### src/rtl/ebs_pkg.sv
package ebs_pkg;
  typedef enum logic [2:0] {
    PH_IDLE = 3'd0,
    PH_T1   = 3'd1,
    PH_T2   = 3'd2,
    PH_TW   = 3'd3,
    PH_T3   = 3'd4,
    PH_T4   = 3'd5
  } phase_e;

  typedef enum logic [1:0] {
    K_TWO   = 2'd0,
    K_THREE = 2'd1,
    K_DRAM  = 2'd2
  } kind_e;

  localparam logic [1:0] SEL_WIDTH = 2'd0;
  localparam logic [1:0] SEL_STATE = 2'd1;
  localparam logic [1:0] SEL_WHI   = 2'd2;
  localparam logic [1:0] SEL_WLO   = 2'd3;
endpackage

### src/rtl/ebs_cfg_regs.sv
module ebs_cfg_regs #(
  parameter int N_AREA = 8,
  parameter int WAIT_W = 2,
  parameter int REG_W  = 8
) (
  input  logic                     clk,
  input  logic                     rst,
  input  logic                     we,
  input  logic [1:0]               sel,
  input  logic [REG_W-1:0]         wdata,
  output logic [N_AREA-1:0]        width_o,
  output logic [N_AREA-1:0]        three_o,
  output logic [N_AREA*WAIT_W-1:0] waits_o,
  output logic                     bus16_o
);
  import ebs_pkg::*;
  localparam int WV_W = N_AREA * WAIT_W;

  logic [N_AREA-1:0] width_q, three_q;
  logic [WV_W-1:0]   waits_q;

  always_ff @(posedge clk) begin
    if (rst) begin
      width_q <= '1;
      three_q <= '1;
      waits_q <= '1;
    end else if (we) begin
      unique case (sel)
        SEL_WIDTH: width_q <= wdata[N_AREA-1:0];
        SEL_STATE: three_q <= wdata[N_AREA-1:0];
        SEL_WHI:   waits_q[WV_W-1:WV_W-REG_W] <= wdata;
        SEL_WLO:   waits_q[REG_W-1:0] <= wdata;
        default: ;
      endcase
    end
  end

  assign width_o = width_q;
  assign three_o = three_q;
  assign waits_o = waits_q;
  assign bus16_o = |width_q;
endmodule

### src/rtl/ebs_area_timing.sv
module ebs_area_timing #(
  parameter int N_AREA = 8,
  parameter int WAIT_W = 2,
  parameter int AREA_W = 3
) (
  input  logic [AREA_W-1:0]        area,
  input  logic                     addr_odd,
  input  logic                     wide,
  input  logic                     burst,
  input  logic [N_AREA-1:0]        width_cfg,
  input  logic [N_AREA-1:0]        three_cfg,
  input  logic [N_AREA*WAIT_W-1:0] waits_cfg,
  input  logic [N_AREA-1:0]        dram_cfg,
  input  logic [N_AREA-1:0]        brom_cfg,
  output ebs_pkg::kind_e           kind,
  output logic [WAIT_W-1:0]        nwait,
  output logic                     split,
  output logic [1:0]               lane
);
  import ebs_pkg::*;

  logic [WAIT_W-1:0] wfield [N_AREA];
  for (genvar g = 0; g < N_AREA; g++) begin : g_wf
    assign wfield[g] = waits_cfg[g*WAIT_W +: WAIT_W];
  end

  logic a16, a3st, adram, abrom;
  assign a16   = width_cfg[area];
  assign a3st  = three_cfg[area];
  assign adram = dram_cfg[area];
  assign abrom = brom_cfg[area];

  always_comb begin
    kind  = K_TWO;
    nwait = '0;
    if (adram) begin
      kind  = K_DRAM;
      nwait = a3st ? wfield[area] : '0;
    end else if (abrom && burst) begin
      kind  = K_TWO;
    end else if (a3st) begin
      kind  = K_THREE;
      nwait = wfield[area];
    end
  end

  always_comb begin
    split = wide && !a16;
    if (!a16)       lane = 2'b10;
    else if (wide)  lane = 2'b11;
    else            lane = addr_odd ? 2'b01 : 2'b10;
  end
endmodule

### src/rtl/ebs_cycle_fsm.sv
module ebs_cycle_fsm #(
  parameter int ADDR_W = 24,
  parameter int WAIT_W = 2
) (
  input  logic              clk,
  input  logic              rst,
  input  logic              start,
  input  ebs_pkg::kind_e    kind,
  input  logic [WAIT_W-1:0] nwait,
  input  logic              split,
  input  logic              wide,
  input  logic              write,
  input  logic [1:0]        lane,
  input  logic [ADDR_W-1:0] addr,
  output logic              ready,
  output logic              t1,
  output logic              t2,
  output logic              tw,
  output logic              t3,
  output logic              t4,
  output logic              done,
  output logic [ADDR_W-1:0] bus_addr,
  output logic              bus_write,
  output logic [1:0]        lane_o
);
  import ebs_pkg::*;

  phase_e            ph;
  kind_e             kind_q;
  logic [WAIT_W-1:0] nwait_q, cnt;
  logic              pend_q;
  logic [ADDR_W-1:0] addr_q;
  logic [1:0]        lane_q;
  logic              write_q;
  logic              last;

  always_comb begin
    unique case (ph)
      PH_T2:   last = (kind_q == K_TWO);
      PH_T3:   last = (kind_q == K_THREE);
      PH_T4:   last = 1'b1;
      default: last = 1'b0;
    endcase
  end

  always_ff @(posedge clk) begin
    if (rst) begin
      ph      <= PH_IDLE;
      kind_q  <= K_TWO;
      nwait_q <= '0;
      cnt     <= '0;
      pend_q  <= 1'b0;
      addr_q  <= '0;
      lane_q  <= '0;
      write_q <= 1'b0;
    end else begin
      unique case (ph)
        PH_IDLE: if (start) begin
          ph      <= PH_T1;
          kind_q  <= kind;
          nwait_q <= nwait;
          cnt     <= nwait;
          pend_q  <= split;
          lane_q  <= lane;
          write_q <= write;
          addr_q  <= (wide) ? {addr[ADDR_W-1:1], 1'b0} : addr;
        end
        PH_T1: ph <= PH_T2;
        PH_T2: begin
          if (kind_q == K_THREE)     ph <= (cnt != '0) ? PH_TW : PH_T3;
          else if (kind_q == K_DRAM) ph <= PH_T3;
        end
        PH_TW: begin
          cnt <= cnt - 1'b1;
          if (cnt == WAIT_W'(1)) ph <= (kind_q == K_DRAM) ? PH_T4 : PH_T3;
        end
        PH_T3: if (kind_q == K_DRAM) ph <= (cnt != '0) ? PH_TW : PH_T4;
        default: ;
      endcase
      if (last) begin
        if (pend_q) begin
          ph        <= PH_T1;
          pend_q    <= 1'b0;
          cnt       <= nwait_q;
          addr_q[0] <= 1'b1;
        end else begin
          ph <= PH_IDLE;
        end
      end
    end
  end

  assign ready     = (ph == PH_IDLE);
  assign t1        = (ph == PH_T1);
  assign t2        = (ph == PH_T2);
  assign tw        = (ph == PH_TW);
  assign t3        = (ph == PH_T3);
  assign t4        = (ph == PH_T4);
  assign done      = last && !pend_q;
  assign bus_addr  = addr_q;
  assign bus_write = write_q;
  assign lane_o    = lane_q;
endmodule

### src/rtl/ext_bus_seq.sv
module ext_bus_seq #(
  parameter int ADDR_W = 24,
  parameter int N_AREA = 8,
  parameter int WAIT_W = 2
) (
  input  logic              clk,
  input  logic              rst,
  input  logic              cfg_we,
  input  logic [1:0]        cfg_sel,
  input  logic [7:0]        cfg_wdata,
  input  logic [7:0]        dram_area,
  input  logic [7:0]        brom_area,
  input  logic              req_valid,
  input  logic [ADDR_W-1:0] req_addr,
  input  logic              req_wide,
  input  logic              req_write,
  input  logic              req_burst,
  output logic              ready,
  output logic              st_t1,
  output logic              st_t2,
  output logic              st_tw,
  output logic              st_t3,
  output logic              st_t4,
  output logic [ADDR_W-1:0] bus_addr,
  output logic              bus_write,
  output logic [1:0]        byte_lane,
  output logic              bus16_mode,
  output logic              done
);
  import ebs_pkg::*;
  localparam int AREA_W = $clog2(N_AREA);

  logic [N_AREA-1:0]        width_c, three_c;
  logic [N_AREA*WAIT_W-1:0] waits_c;
  kind_e                    kind;
  logic [WAIT_W-1:0]        nwait;
  logic                     split;
  logic [1:0]               lane;

  ebs_cfg_regs #(.N_AREA(N_AREA), .WAIT_W(WAIT_W), .REG_W(8)) u_cfg (
    .clk(clk), .rst(rst), .we(cfg_we), .sel(cfg_sel), .wdata(cfg_wdata),
    .width_o(width_c), .three_o(three_c), .waits_o(waits_c), .bus16_o(bus16_mode)
  );

  ebs_area_timing #(.N_AREA(N_AREA), .WAIT_W(WAIT_W), .AREA_W(AREA_W)) u_tim (
    .area(req_addr[ADDR_W-1 -: AREA_W]), .addr_odd(req_addr[0]),
    .wide(req_wide), .burst(req_burst),
    .width_cfg(width_c), .three_cfg(three_c), .waits_cfg(waits_c),
    .dram_cfg(dram_area[N_AREA-1:0]), .brom_cfg(brom_area[N_AREA-1:0]),
    .kind(kind), .nwait(nwait), .split(split), .lane(lane)
  );

  ebs_cycle_fsm #(.ADDR_W(ADDR_W), .WAIT_W(WAIT_W)) u_fsm (
    .clk(clk), .rst(rst), .start(req_valid), .kind(kind), .nwait(nwait),
    .split(split), .wide(req_wide), .write(req_write), .lane(lane), .addr(req_addr),
    .ready(ready), .t1(st_t1), .t2(st_t2), .tw(st_tw), .t3(st_t3), .t4(st_t4),
    .done(done), .bus_addr(bus_addr), .bus_write(bus_write), .lane_o(byte_lane)
  );
endmodule

### config.mk
export PLATFORM = sky130hd
export DESIGN_NAME = ext_bus_seq
export DESIGN_NICKNAME = d
export VERILOG_FILES = /design/src/rtl/ebs_pkg.sv /design/src/rtl/ebs_cfg_regs.sv /design/src/rtl/ebs_area_timing.sv /design/src/rtl/ebs_cycle_fsm.sv /design/src/rtl/ext_bus_seq.sv
export SDC_FILE = /design/constraint.sdc
export NUM_CORES = 1
export LEC_CHECK = 0
export CAP_MARGIN = 30
export CORE_MARGIN = 5
export CORE_UTILIZATION = 55
export DETAILED_ROUTE_END_ITERATION = 6
export DONT_BUFFER_PORTS = 1
export HOLD_SLACK_MARGIN = 0.1
export PLACE_DENSITY_LB_ADDON = 0.3
export SYNTH_ARGS = -nofsm -noshare
export SYNTH_HDL_FRONTEND = slang
export SYNTH_SLANG_ARGS = --single-unit
### constraint.sdc
create_clock -name clk -period 1.9 [get_ports clk]
set_clock_uncertainty 0.1 [all_clocks]
set_input_delay 0.38 -clock clk [delete_from_list [all_inputs] [get_ports clk]]
set_output_delay 0.38 -clock clk [all_outputs]
set_load 0.01 [all_outputs]
; ---- Yosys cells after proc, flatten, opt, wreduce, memory -nomap -nowiden
; Index checks and enable logic that the tools add are counted.
[classes]
addsub = 1
multipliers = 0
div = 0
order_cmp = 2
n_eq_ne = 15
shift = 0
n_mux = 45
bitwise_logic = 1
n_reduce_logical = 17
[ops]
columns = operator, count
row1 = 2-bit two-way mux, 13
row2 = 3-bit two-way mux, 8
row3 = 1-bit two-way mux, 16
row4 = 3-bit case mux with 5 select lines, 1
row5 = 1-bit binary-select mux with 3-bit select, 4
row6 = 2-bit AND reduction, 5
row7 = 8-bit OR reduction, 1
row8 = 2-bit binary-select mux with 3-bit select, 1
row9 = 2-bit by 1-bit == test with 1-bit output (second input constant), 3
row10 = 2-bit == test (second input constant), 3
row11 = 3-bit by 2-bit == test with 1-bit output (second input constant), 2
row12 = 3-bit == test (second input constant), 2
row13 = 3-bit by 1-bit inequality test with 1-bit output (second input constant), 2
row14 = 6-bit nonzero test, 1
row15 = 5-bit AND reduction, 1
row16 = 4-bit greater-or-equal comparator (second input constant), 1
row17 = 2-bit logical NOT, 2
row18 = 3-bit by 4-bit < comparator with 1-bit output (second input constant), 1
row19 = 4-bit by 1-bit inequality test with 1-bit output (second input constant), 1
row20 = 3-bit NOT with 4-bit output, 1
row21 = 2-bit case mux with 2 select lines, 1
row22 = 3-bit by 1-bit == test with 1-bit output (second input constant), 1
row23 = 1-bit logical AND, 3
row24 = 3-bit logical NOT, 1
row25 = other kinds (5), 6
[word_totals]
register_bits = 69
latch_bits = 0
ramBits = 0
mem_bits_ro = 0
in_bits = 57
n_memories = 0

; ---- Logic depth before layout (Yosys ltp)
[depth]
depth_word = 11
depth_mapped = 7
ltp_nobuf = 7

; ---- Modules after synthesis
; From an unflattened synthesis, not the netlist that was laid out.
[hier_totals]
hier_cells = 377
area_unflattened_um2 = 3413.3
[modules_own_cells]
columns = mod, instances, cells_per_inst, area_per_inst_um2
row1 = ebs_cycle_fsm, 1, 225, 1737.9
row2 = ebs_cfg_regs, 1, 118, 1192.4
row3 = ebs_area_timing, 1, 34, 483.0

; ---- Worst setup path after synthesis
; OpenSTA, ideal clock, no wires.
[synth_timing]
path_kind = input to register
start = in req_addr[22]
end = reg u_fsm.cnt[1]
setup_ns = 0.131
arrival_ns = 1.583
t_required_ns = 1.669
path_slack_ns = 0.087
stages = 5
path_cell_list = buf_2 > buf_2 > mux4_2 > mux2i_1 > o22ai_2
[synth_via]
elab_chain_len = 11
word_cells_on_any_way = 18
[synth_lines]
columns = item, line_no
row1 = from (decl), ext_bus_seq.sv:14  ; input logic [ADDR_W-1:0] req_addr,
row2 = 3-bit NOT with 4-bit output (implied by the code), "ebs_area_timing.sv:38, ebs_area_timing.sv:43"
row3 = 2-bit binary-select mux with 3-bit select, "ebs_area_timing.sv:38, ebs_area_timing.sv:43"
row4 = 2-bit two-way mux (implied by the code) (2 in series), "ebs_area_timing.sv:38, ebs_area_timing.sv:43"
row5 = 2-bit two-way mux, "ebs_area_timing.sv:38, ebs_area_timing.sv:41"
row6 = 2-bit two-way mux, ebs_area_timing.sv:39  ; end else if (abrom && burst) begin
row7 = 2-bit two-way mux (*), ebs_area_timing.sv:36  ; if (adram) begin
row8 = 2-bit two-way mux (*), ebs_cycle_fsm.sv:58  ; PH_IDLE: if (start) begin
row9 = 2-bit case mux with 2 select lines (*), ebs_cycle_fsm.sv:57  ; unique case (ph)
row10 = 2-bit two-way mux, ebs_cycle_fsm.sv:81  ; if (pend_q) begin
row11 = 2-bit two-way mux (*), ebs_cycle_fsm.sv:80  ; if (last) begin
row12 = to (signal assigned), ebs_cycle_fsm.sv:62  ; cnt <= nwait;
row13 = to (signal assigned), ebs_cycle_fsm.sv:74  ; cnt <= cnt - 1'b1;
row14 = to (signal assigned), ebs_cycle_fsm.sv:84  ; cnt <= nwait_q;
row15 = to (decl), ebs_cycle_fsm.sv:30  ; logic [WAIT_W-1:0] nwait_q, cnt;
; Mark *: on every way between the ends. The rest lies on a longest branch, timed or not. The select of a mux whose other input is x is not followed.
; A chain may end at the register's enable or synchronous reset.

; ---- Final worst setup path
[layout_timing]
start = reg u_fsm.ph[0]
end = out st_t1
[layout_via]
elab_chain_len = 1
[layout_lines]
columns = item, line_no
row1 = from (decl), ebs_cycle_fsm.sv:28  ; phase_e ph;
row2 = from (signal assigned), ebs_cycle_fsm.sv:70  ; if (kind_q == K_THREE) ph <= (cnt != '0) ? PH_TW : PH_T3;
row3 = from (signal assigned), ebs_cycle_fsm.sv:75  ; if (cnt == WAIT_W'(1)) ph <= (kind_q == K_DRAM) ? PH_T4 : PH_T3;
row4 = from (signal assigned), ebs_cycle_fsm.sv:77  ; PH_T3: if (kind_q == K_DRAM) ph <= (cnt != '0) ? PH_TW : PH_T4;
row5 = 3-bit by 1-bit == test with 1-bit output, ebs_cycle_fsm.sv:94  ; assign t1 = (ph == PH_T1);
row6 = to (decl), ext_bus_seq.sv:19  ; output logic st_t1,
; No other way between the ends.

==> PnR_summary.wiki <==
{| class="wikitable"
! Metric !! Value
|-
| Fin cells || 503
|-
| Clk root buf || clkbuf_8
|-
| Place WS || approximately 0.16 ns
|-
| Final cycle utilization of the critical path || between 90% and 100%
|-
| Number of different library cells in the post-synthesis netlist || 46
|-
| Pint || ~2.8 mW
|-
| Kind of launch point of the worst setup path || flop
|-
| Detail Placement HPWL || 5400 um
|-
| Portion of total power attributed to the clock network || 28.4%
|-
| Port bufs || 0
|-
| Total cell area at the placement stage || between 0.003 and 0.004 mm2
|-
| Wire length of the first global-routing pass || 13100 um
|-
| Clock network latency to the later pin of the worst-skew pair || between 0.3 and 0.4 ns
|-
| Met2 demand-to-capacity share in global routing || a little under two fifths
|-
| Post-synthesis instance area || ~0.0033 mm2
|-
| Final Net Count || 485
|-
| Sequential share of power || between 40 and 50%
|-
| Number of synthesized register bits || between 60 and 70
|-
| Crit path required time || 1.42 ns
|-
| Minimum period implied by the final worst setup slack || 1.84 ns
|-
| Count of maximum capacitance violations || 0
|-
| Proportion of register bits with asynchronous set or reset after synthesis || 0%
|-
| Final worst-path setup slack || approximately 0.056 ns
|-
| Clock slew seen by the registers of the worst setup and hold paths || approximately 0.07 ns
|-
| Most used flip-flop cell after synthesis || dfxtp_1
|-
| Filler Cells Inserted || about 490
|-
| Clock buffers created by TritonCTS || 9
|-
| Kind of path behind the tightest hold check || in -> reg
|-
| Met3 routing resource usage after global routing || 7.85%
|-
| Warning count from the yosys run || 0
|-
| Setup violators final || 0
|-
| Total net switching power || ~1.4 mW
|-
| Worst slew margin relative to its limit || 66.7%
|-
| Number of iterations in the first detailed-routing pass || 4
|-
| Core outline area || 0.00589 mm2
|-
| Total Routing Usage GR || around 22%
|-
| Final instance area || about 0.0040 mm2
|-
| Setup repair after global routing missed its margin || true
|-
| Final estimated routing congestion in global placement || roughly 0.9
|-
| Pwr per Cell Area || roughly 1000 mW/mm2
|-
| Status || finished clean
|-
| Initial drt markers || around 120
|-
| Post-route ant nets || 0
|-
| CTS tree || built
|-
| DRC viols || 0
|-
| Mapped Avg Cell Area || 8.48 um2
|-
| Area delta synth->final || 21.3%
|-
| I/O pin total || 92
|-
| Max rail drop VDD || about 0.74 mV
|-
| Arrival time at the worst endpoint || 1.36 ns
|-
| Portion of the post-synthesis area used by sequential elements || 41.9%
|-
| Routed wire length per instance || approximately 16 um
|-
| Critical Path Sink Type || output port
|-
| Synthesized netlist cell count || between 300 and 400
|-
| Maximum number of pins on one net before global-route repair || 65
|-
| Crit path kind || reg -> out
|-
| Post-Syn Nets || approximately 450
|-
| Num Clock Sinks || 69
|-
| # H-tree levels || 3
|-
| CP Max Fanout || 6
|-
| Via count of the first global-routing pass || about 2800
|-
| Share of the core filled with cells in the final layout || around 70%
|-
| Power consumption || between 4 and 5 mW
|-
| Most used routing layer || met2
|-
| Grt total ovfl || 0
|-
| Die boundary width || approximately 87 um
|-
| Count of inserted antenna diode cells || 0
|-
| Routed wire length || just over 8000 um
|-
| Max Freq || around 0.54 GHz
|-
| Post-synth EDFFs || 0
|-
| Max Root-Sink Buffers || 2
|-
| Comb power frac || between 20% and 30%
|-
| Effective utilization at floorplan || 56.0%
|-
| Initial antenna violation count || 0
|-
| Vertical die dimension || slightly below 90 um
|-
| Drt via density || between 5 and 6
|-
| Net switching share of the total power || about 33%
|-
| Total number of vias || 2878
|-
| Actual transition at the worst max-transition pin || approximately 0.50 ns
|-
| Leakage power || about 1.6 nW
|-
| Row Count || 28
|-
| M1 GR Usage || approximately 24%
|-
| Fin. Hold Viols || 0
|-
| Inst Count DP || 452
|-
| Proportion of layout cells with a drive suffix above 1 || between 10% and 20%
|-
| Area enclosed by the die boundary || 0.00765 mm2
|-
| Number of max-slew violations in the final report || 0
|}
## critical path: stages, from the launching register on
cell,delay [ns]
dfxtp_2,0.39
buf_4,0.16
inv_1,0.06
nor3_1,0.23
buf_4,0.16
## final cells by class
class | count | area [um2] | area share (%)
clock inverters | 7 | 76.3 | 1.91
well taps | 75 | 93.8 | 2.35
clock buffers | 9 | 124 | 3.10
multi-input cells | 286 | 1800 | 45.1
repair buffers | 49 | 487 | 12.2
flip-flops and latches | 69 | 1390 | 34.7
inverters | 8 | 30.0 | 0.750
## cell families after synthesis
logic type      after synthesis  synth area share [%]
simple gates                191                  28.0
flops                        69                  41.9
compound gates               66                  13.0
buf+inv                      34                  4.78
mux                          24                  10.4
fa+ha+maj                     5                  1.90
## per-stage QoR
| step | hold slack, ns | setup TNS (ns) |
|---|---|---|
| floorplan | 0.327 | 0 |
| global placement | 0.334 | 0 |
| detailed placement | 0.340 | 0 |
| CTS | 0.115 | -0.108 |
| global route | 0.136 | -0.0545 |
| finish | 0.127 | 0 |
## flip-flops by register name (all words and copies together), names as in the netlist
register         cells
u_fsm.bus_addr      24
u_fsm.bus_write      1
u_fsm.kind_q         2
u_fsm.pend_q         1
u_fsm.ph             3
u_cfg.width_o        8
u_fsm.cnt            2
u_cfg.waits_o       16
u_fsm.lane_o         2
u_cfg.three_o        8
u_fsm.nwait_q        2
## power by group through the flow
| stage | logic (mW) | registers [mW] | clock network [mW] |
|---|---|---|---|
| 5_1_grt | 1.27 | 1.87 | 1.26 |
| 3_5_place_dp | 0.994 | 1.86 | 0 |
| 3_3_place_gp | 0.963 | 1.85 | 0 |
| 4_1_cts | 1.11 | 1.83 | 1.21 |
| 2_1_floorplan | 0.791 | 1.81 | 0 |
| 6_report | 1.14 | 1.84 | 1.18 |
## synthesized netlist by cell type, types with 2 or more instances
| master | instances | area [um2] |
|---|---|---|
| a211o_1 | 9 | 78.8 |
| a211oi_1 | 3 | 22.5 |
| a21oi_1 | 32 | 160 |
| and3_1 | 2 | 12.5 |
| buf_2 | 12 | 60.1 |
| buf_6 | 2 | 22.5 |
| clkbuf_1 | 11 | 41.3 |
| dfxtp_1 | 69 | 1380 |
| ha_1 | 5 | 62.6 |
| inv_1 | 7 | 26.3 |
| mux2_2 | 2 | 22.5 |
| mux2i_1 | 14 | 140 |
| mux4_2 | 8 | 180 |
| nand2_1 | 110 | 413 |
| nand3_1 | 4 | 20.0 |
| nand3b_1 | 26 | 195 |
| nor2_1 | 17 | 63.8 |
| nor2b_1 | 12 | 75.1 |
| nor3_1 | 4 | 20.0 |
| nor3b_1 | 3 | 22.5 |
| nor4_1 | 3 | 18.8 |
| o21ai_0 | 8 | 40.0 |
| o21ai_1 | 2 | 10.0 |
| or2_2 | 2 | 12.5 |
## layer usage
| metal | routed length, um | vias up | share of wire (%) |
|---|---|---|---|
| li1 | - | 1406 | - |
| met1 | 3350 | 1343 | 40 |
| met2 | 4040 | 111 | 49 |
| met3 | 738 | 18 | 8.9 |
| met4 | 159 | 0 | 1.9 |
| met5 | 0 | - | 0 |
## final timing paths
path                         start                to  slack [ns]  cells after the start
hold / removal                 rst  u_fsm.nwait_q[1]        0.13                      3
setup / recovery       u_fsm.ph[0]             st_t1        0.06                      4
hold reg to reg   u_fsm.nwait_q[1]  u_fsm.nwait_q[1]        0.35                      2
setup reg to reg   u_fsm.kind_q[0]      u_fsm.cnt[1]        0.14                      7
## placed cells by master, fill, tap and decap left out, types with 4 or more instances in the layout
master,count
a211o_1,9
mux4_2,8
clkbuf_8,9
nand3_1,4
nor2_1,17
a21oi_1,32
nand3b_1,26
inv_1,6
ha_1,4
nor3_1,4
buf_4,13
nor2b_1,10
nand2_1,110
mux2i_1,14
dlygate4sd3_1,33
o21ai_0,7
dfxtp_1,66
## timing repair
item,4_1_cts,5_1_grt
buffers inserted,1,0
hold buffers,34,0
hold endpoints to repair,64,0
endpoints found under the setup margin,3,5
pin swaps,1,1
resized for setup,7,9
No activity file was read; power rests on OpenSTA's default activity.
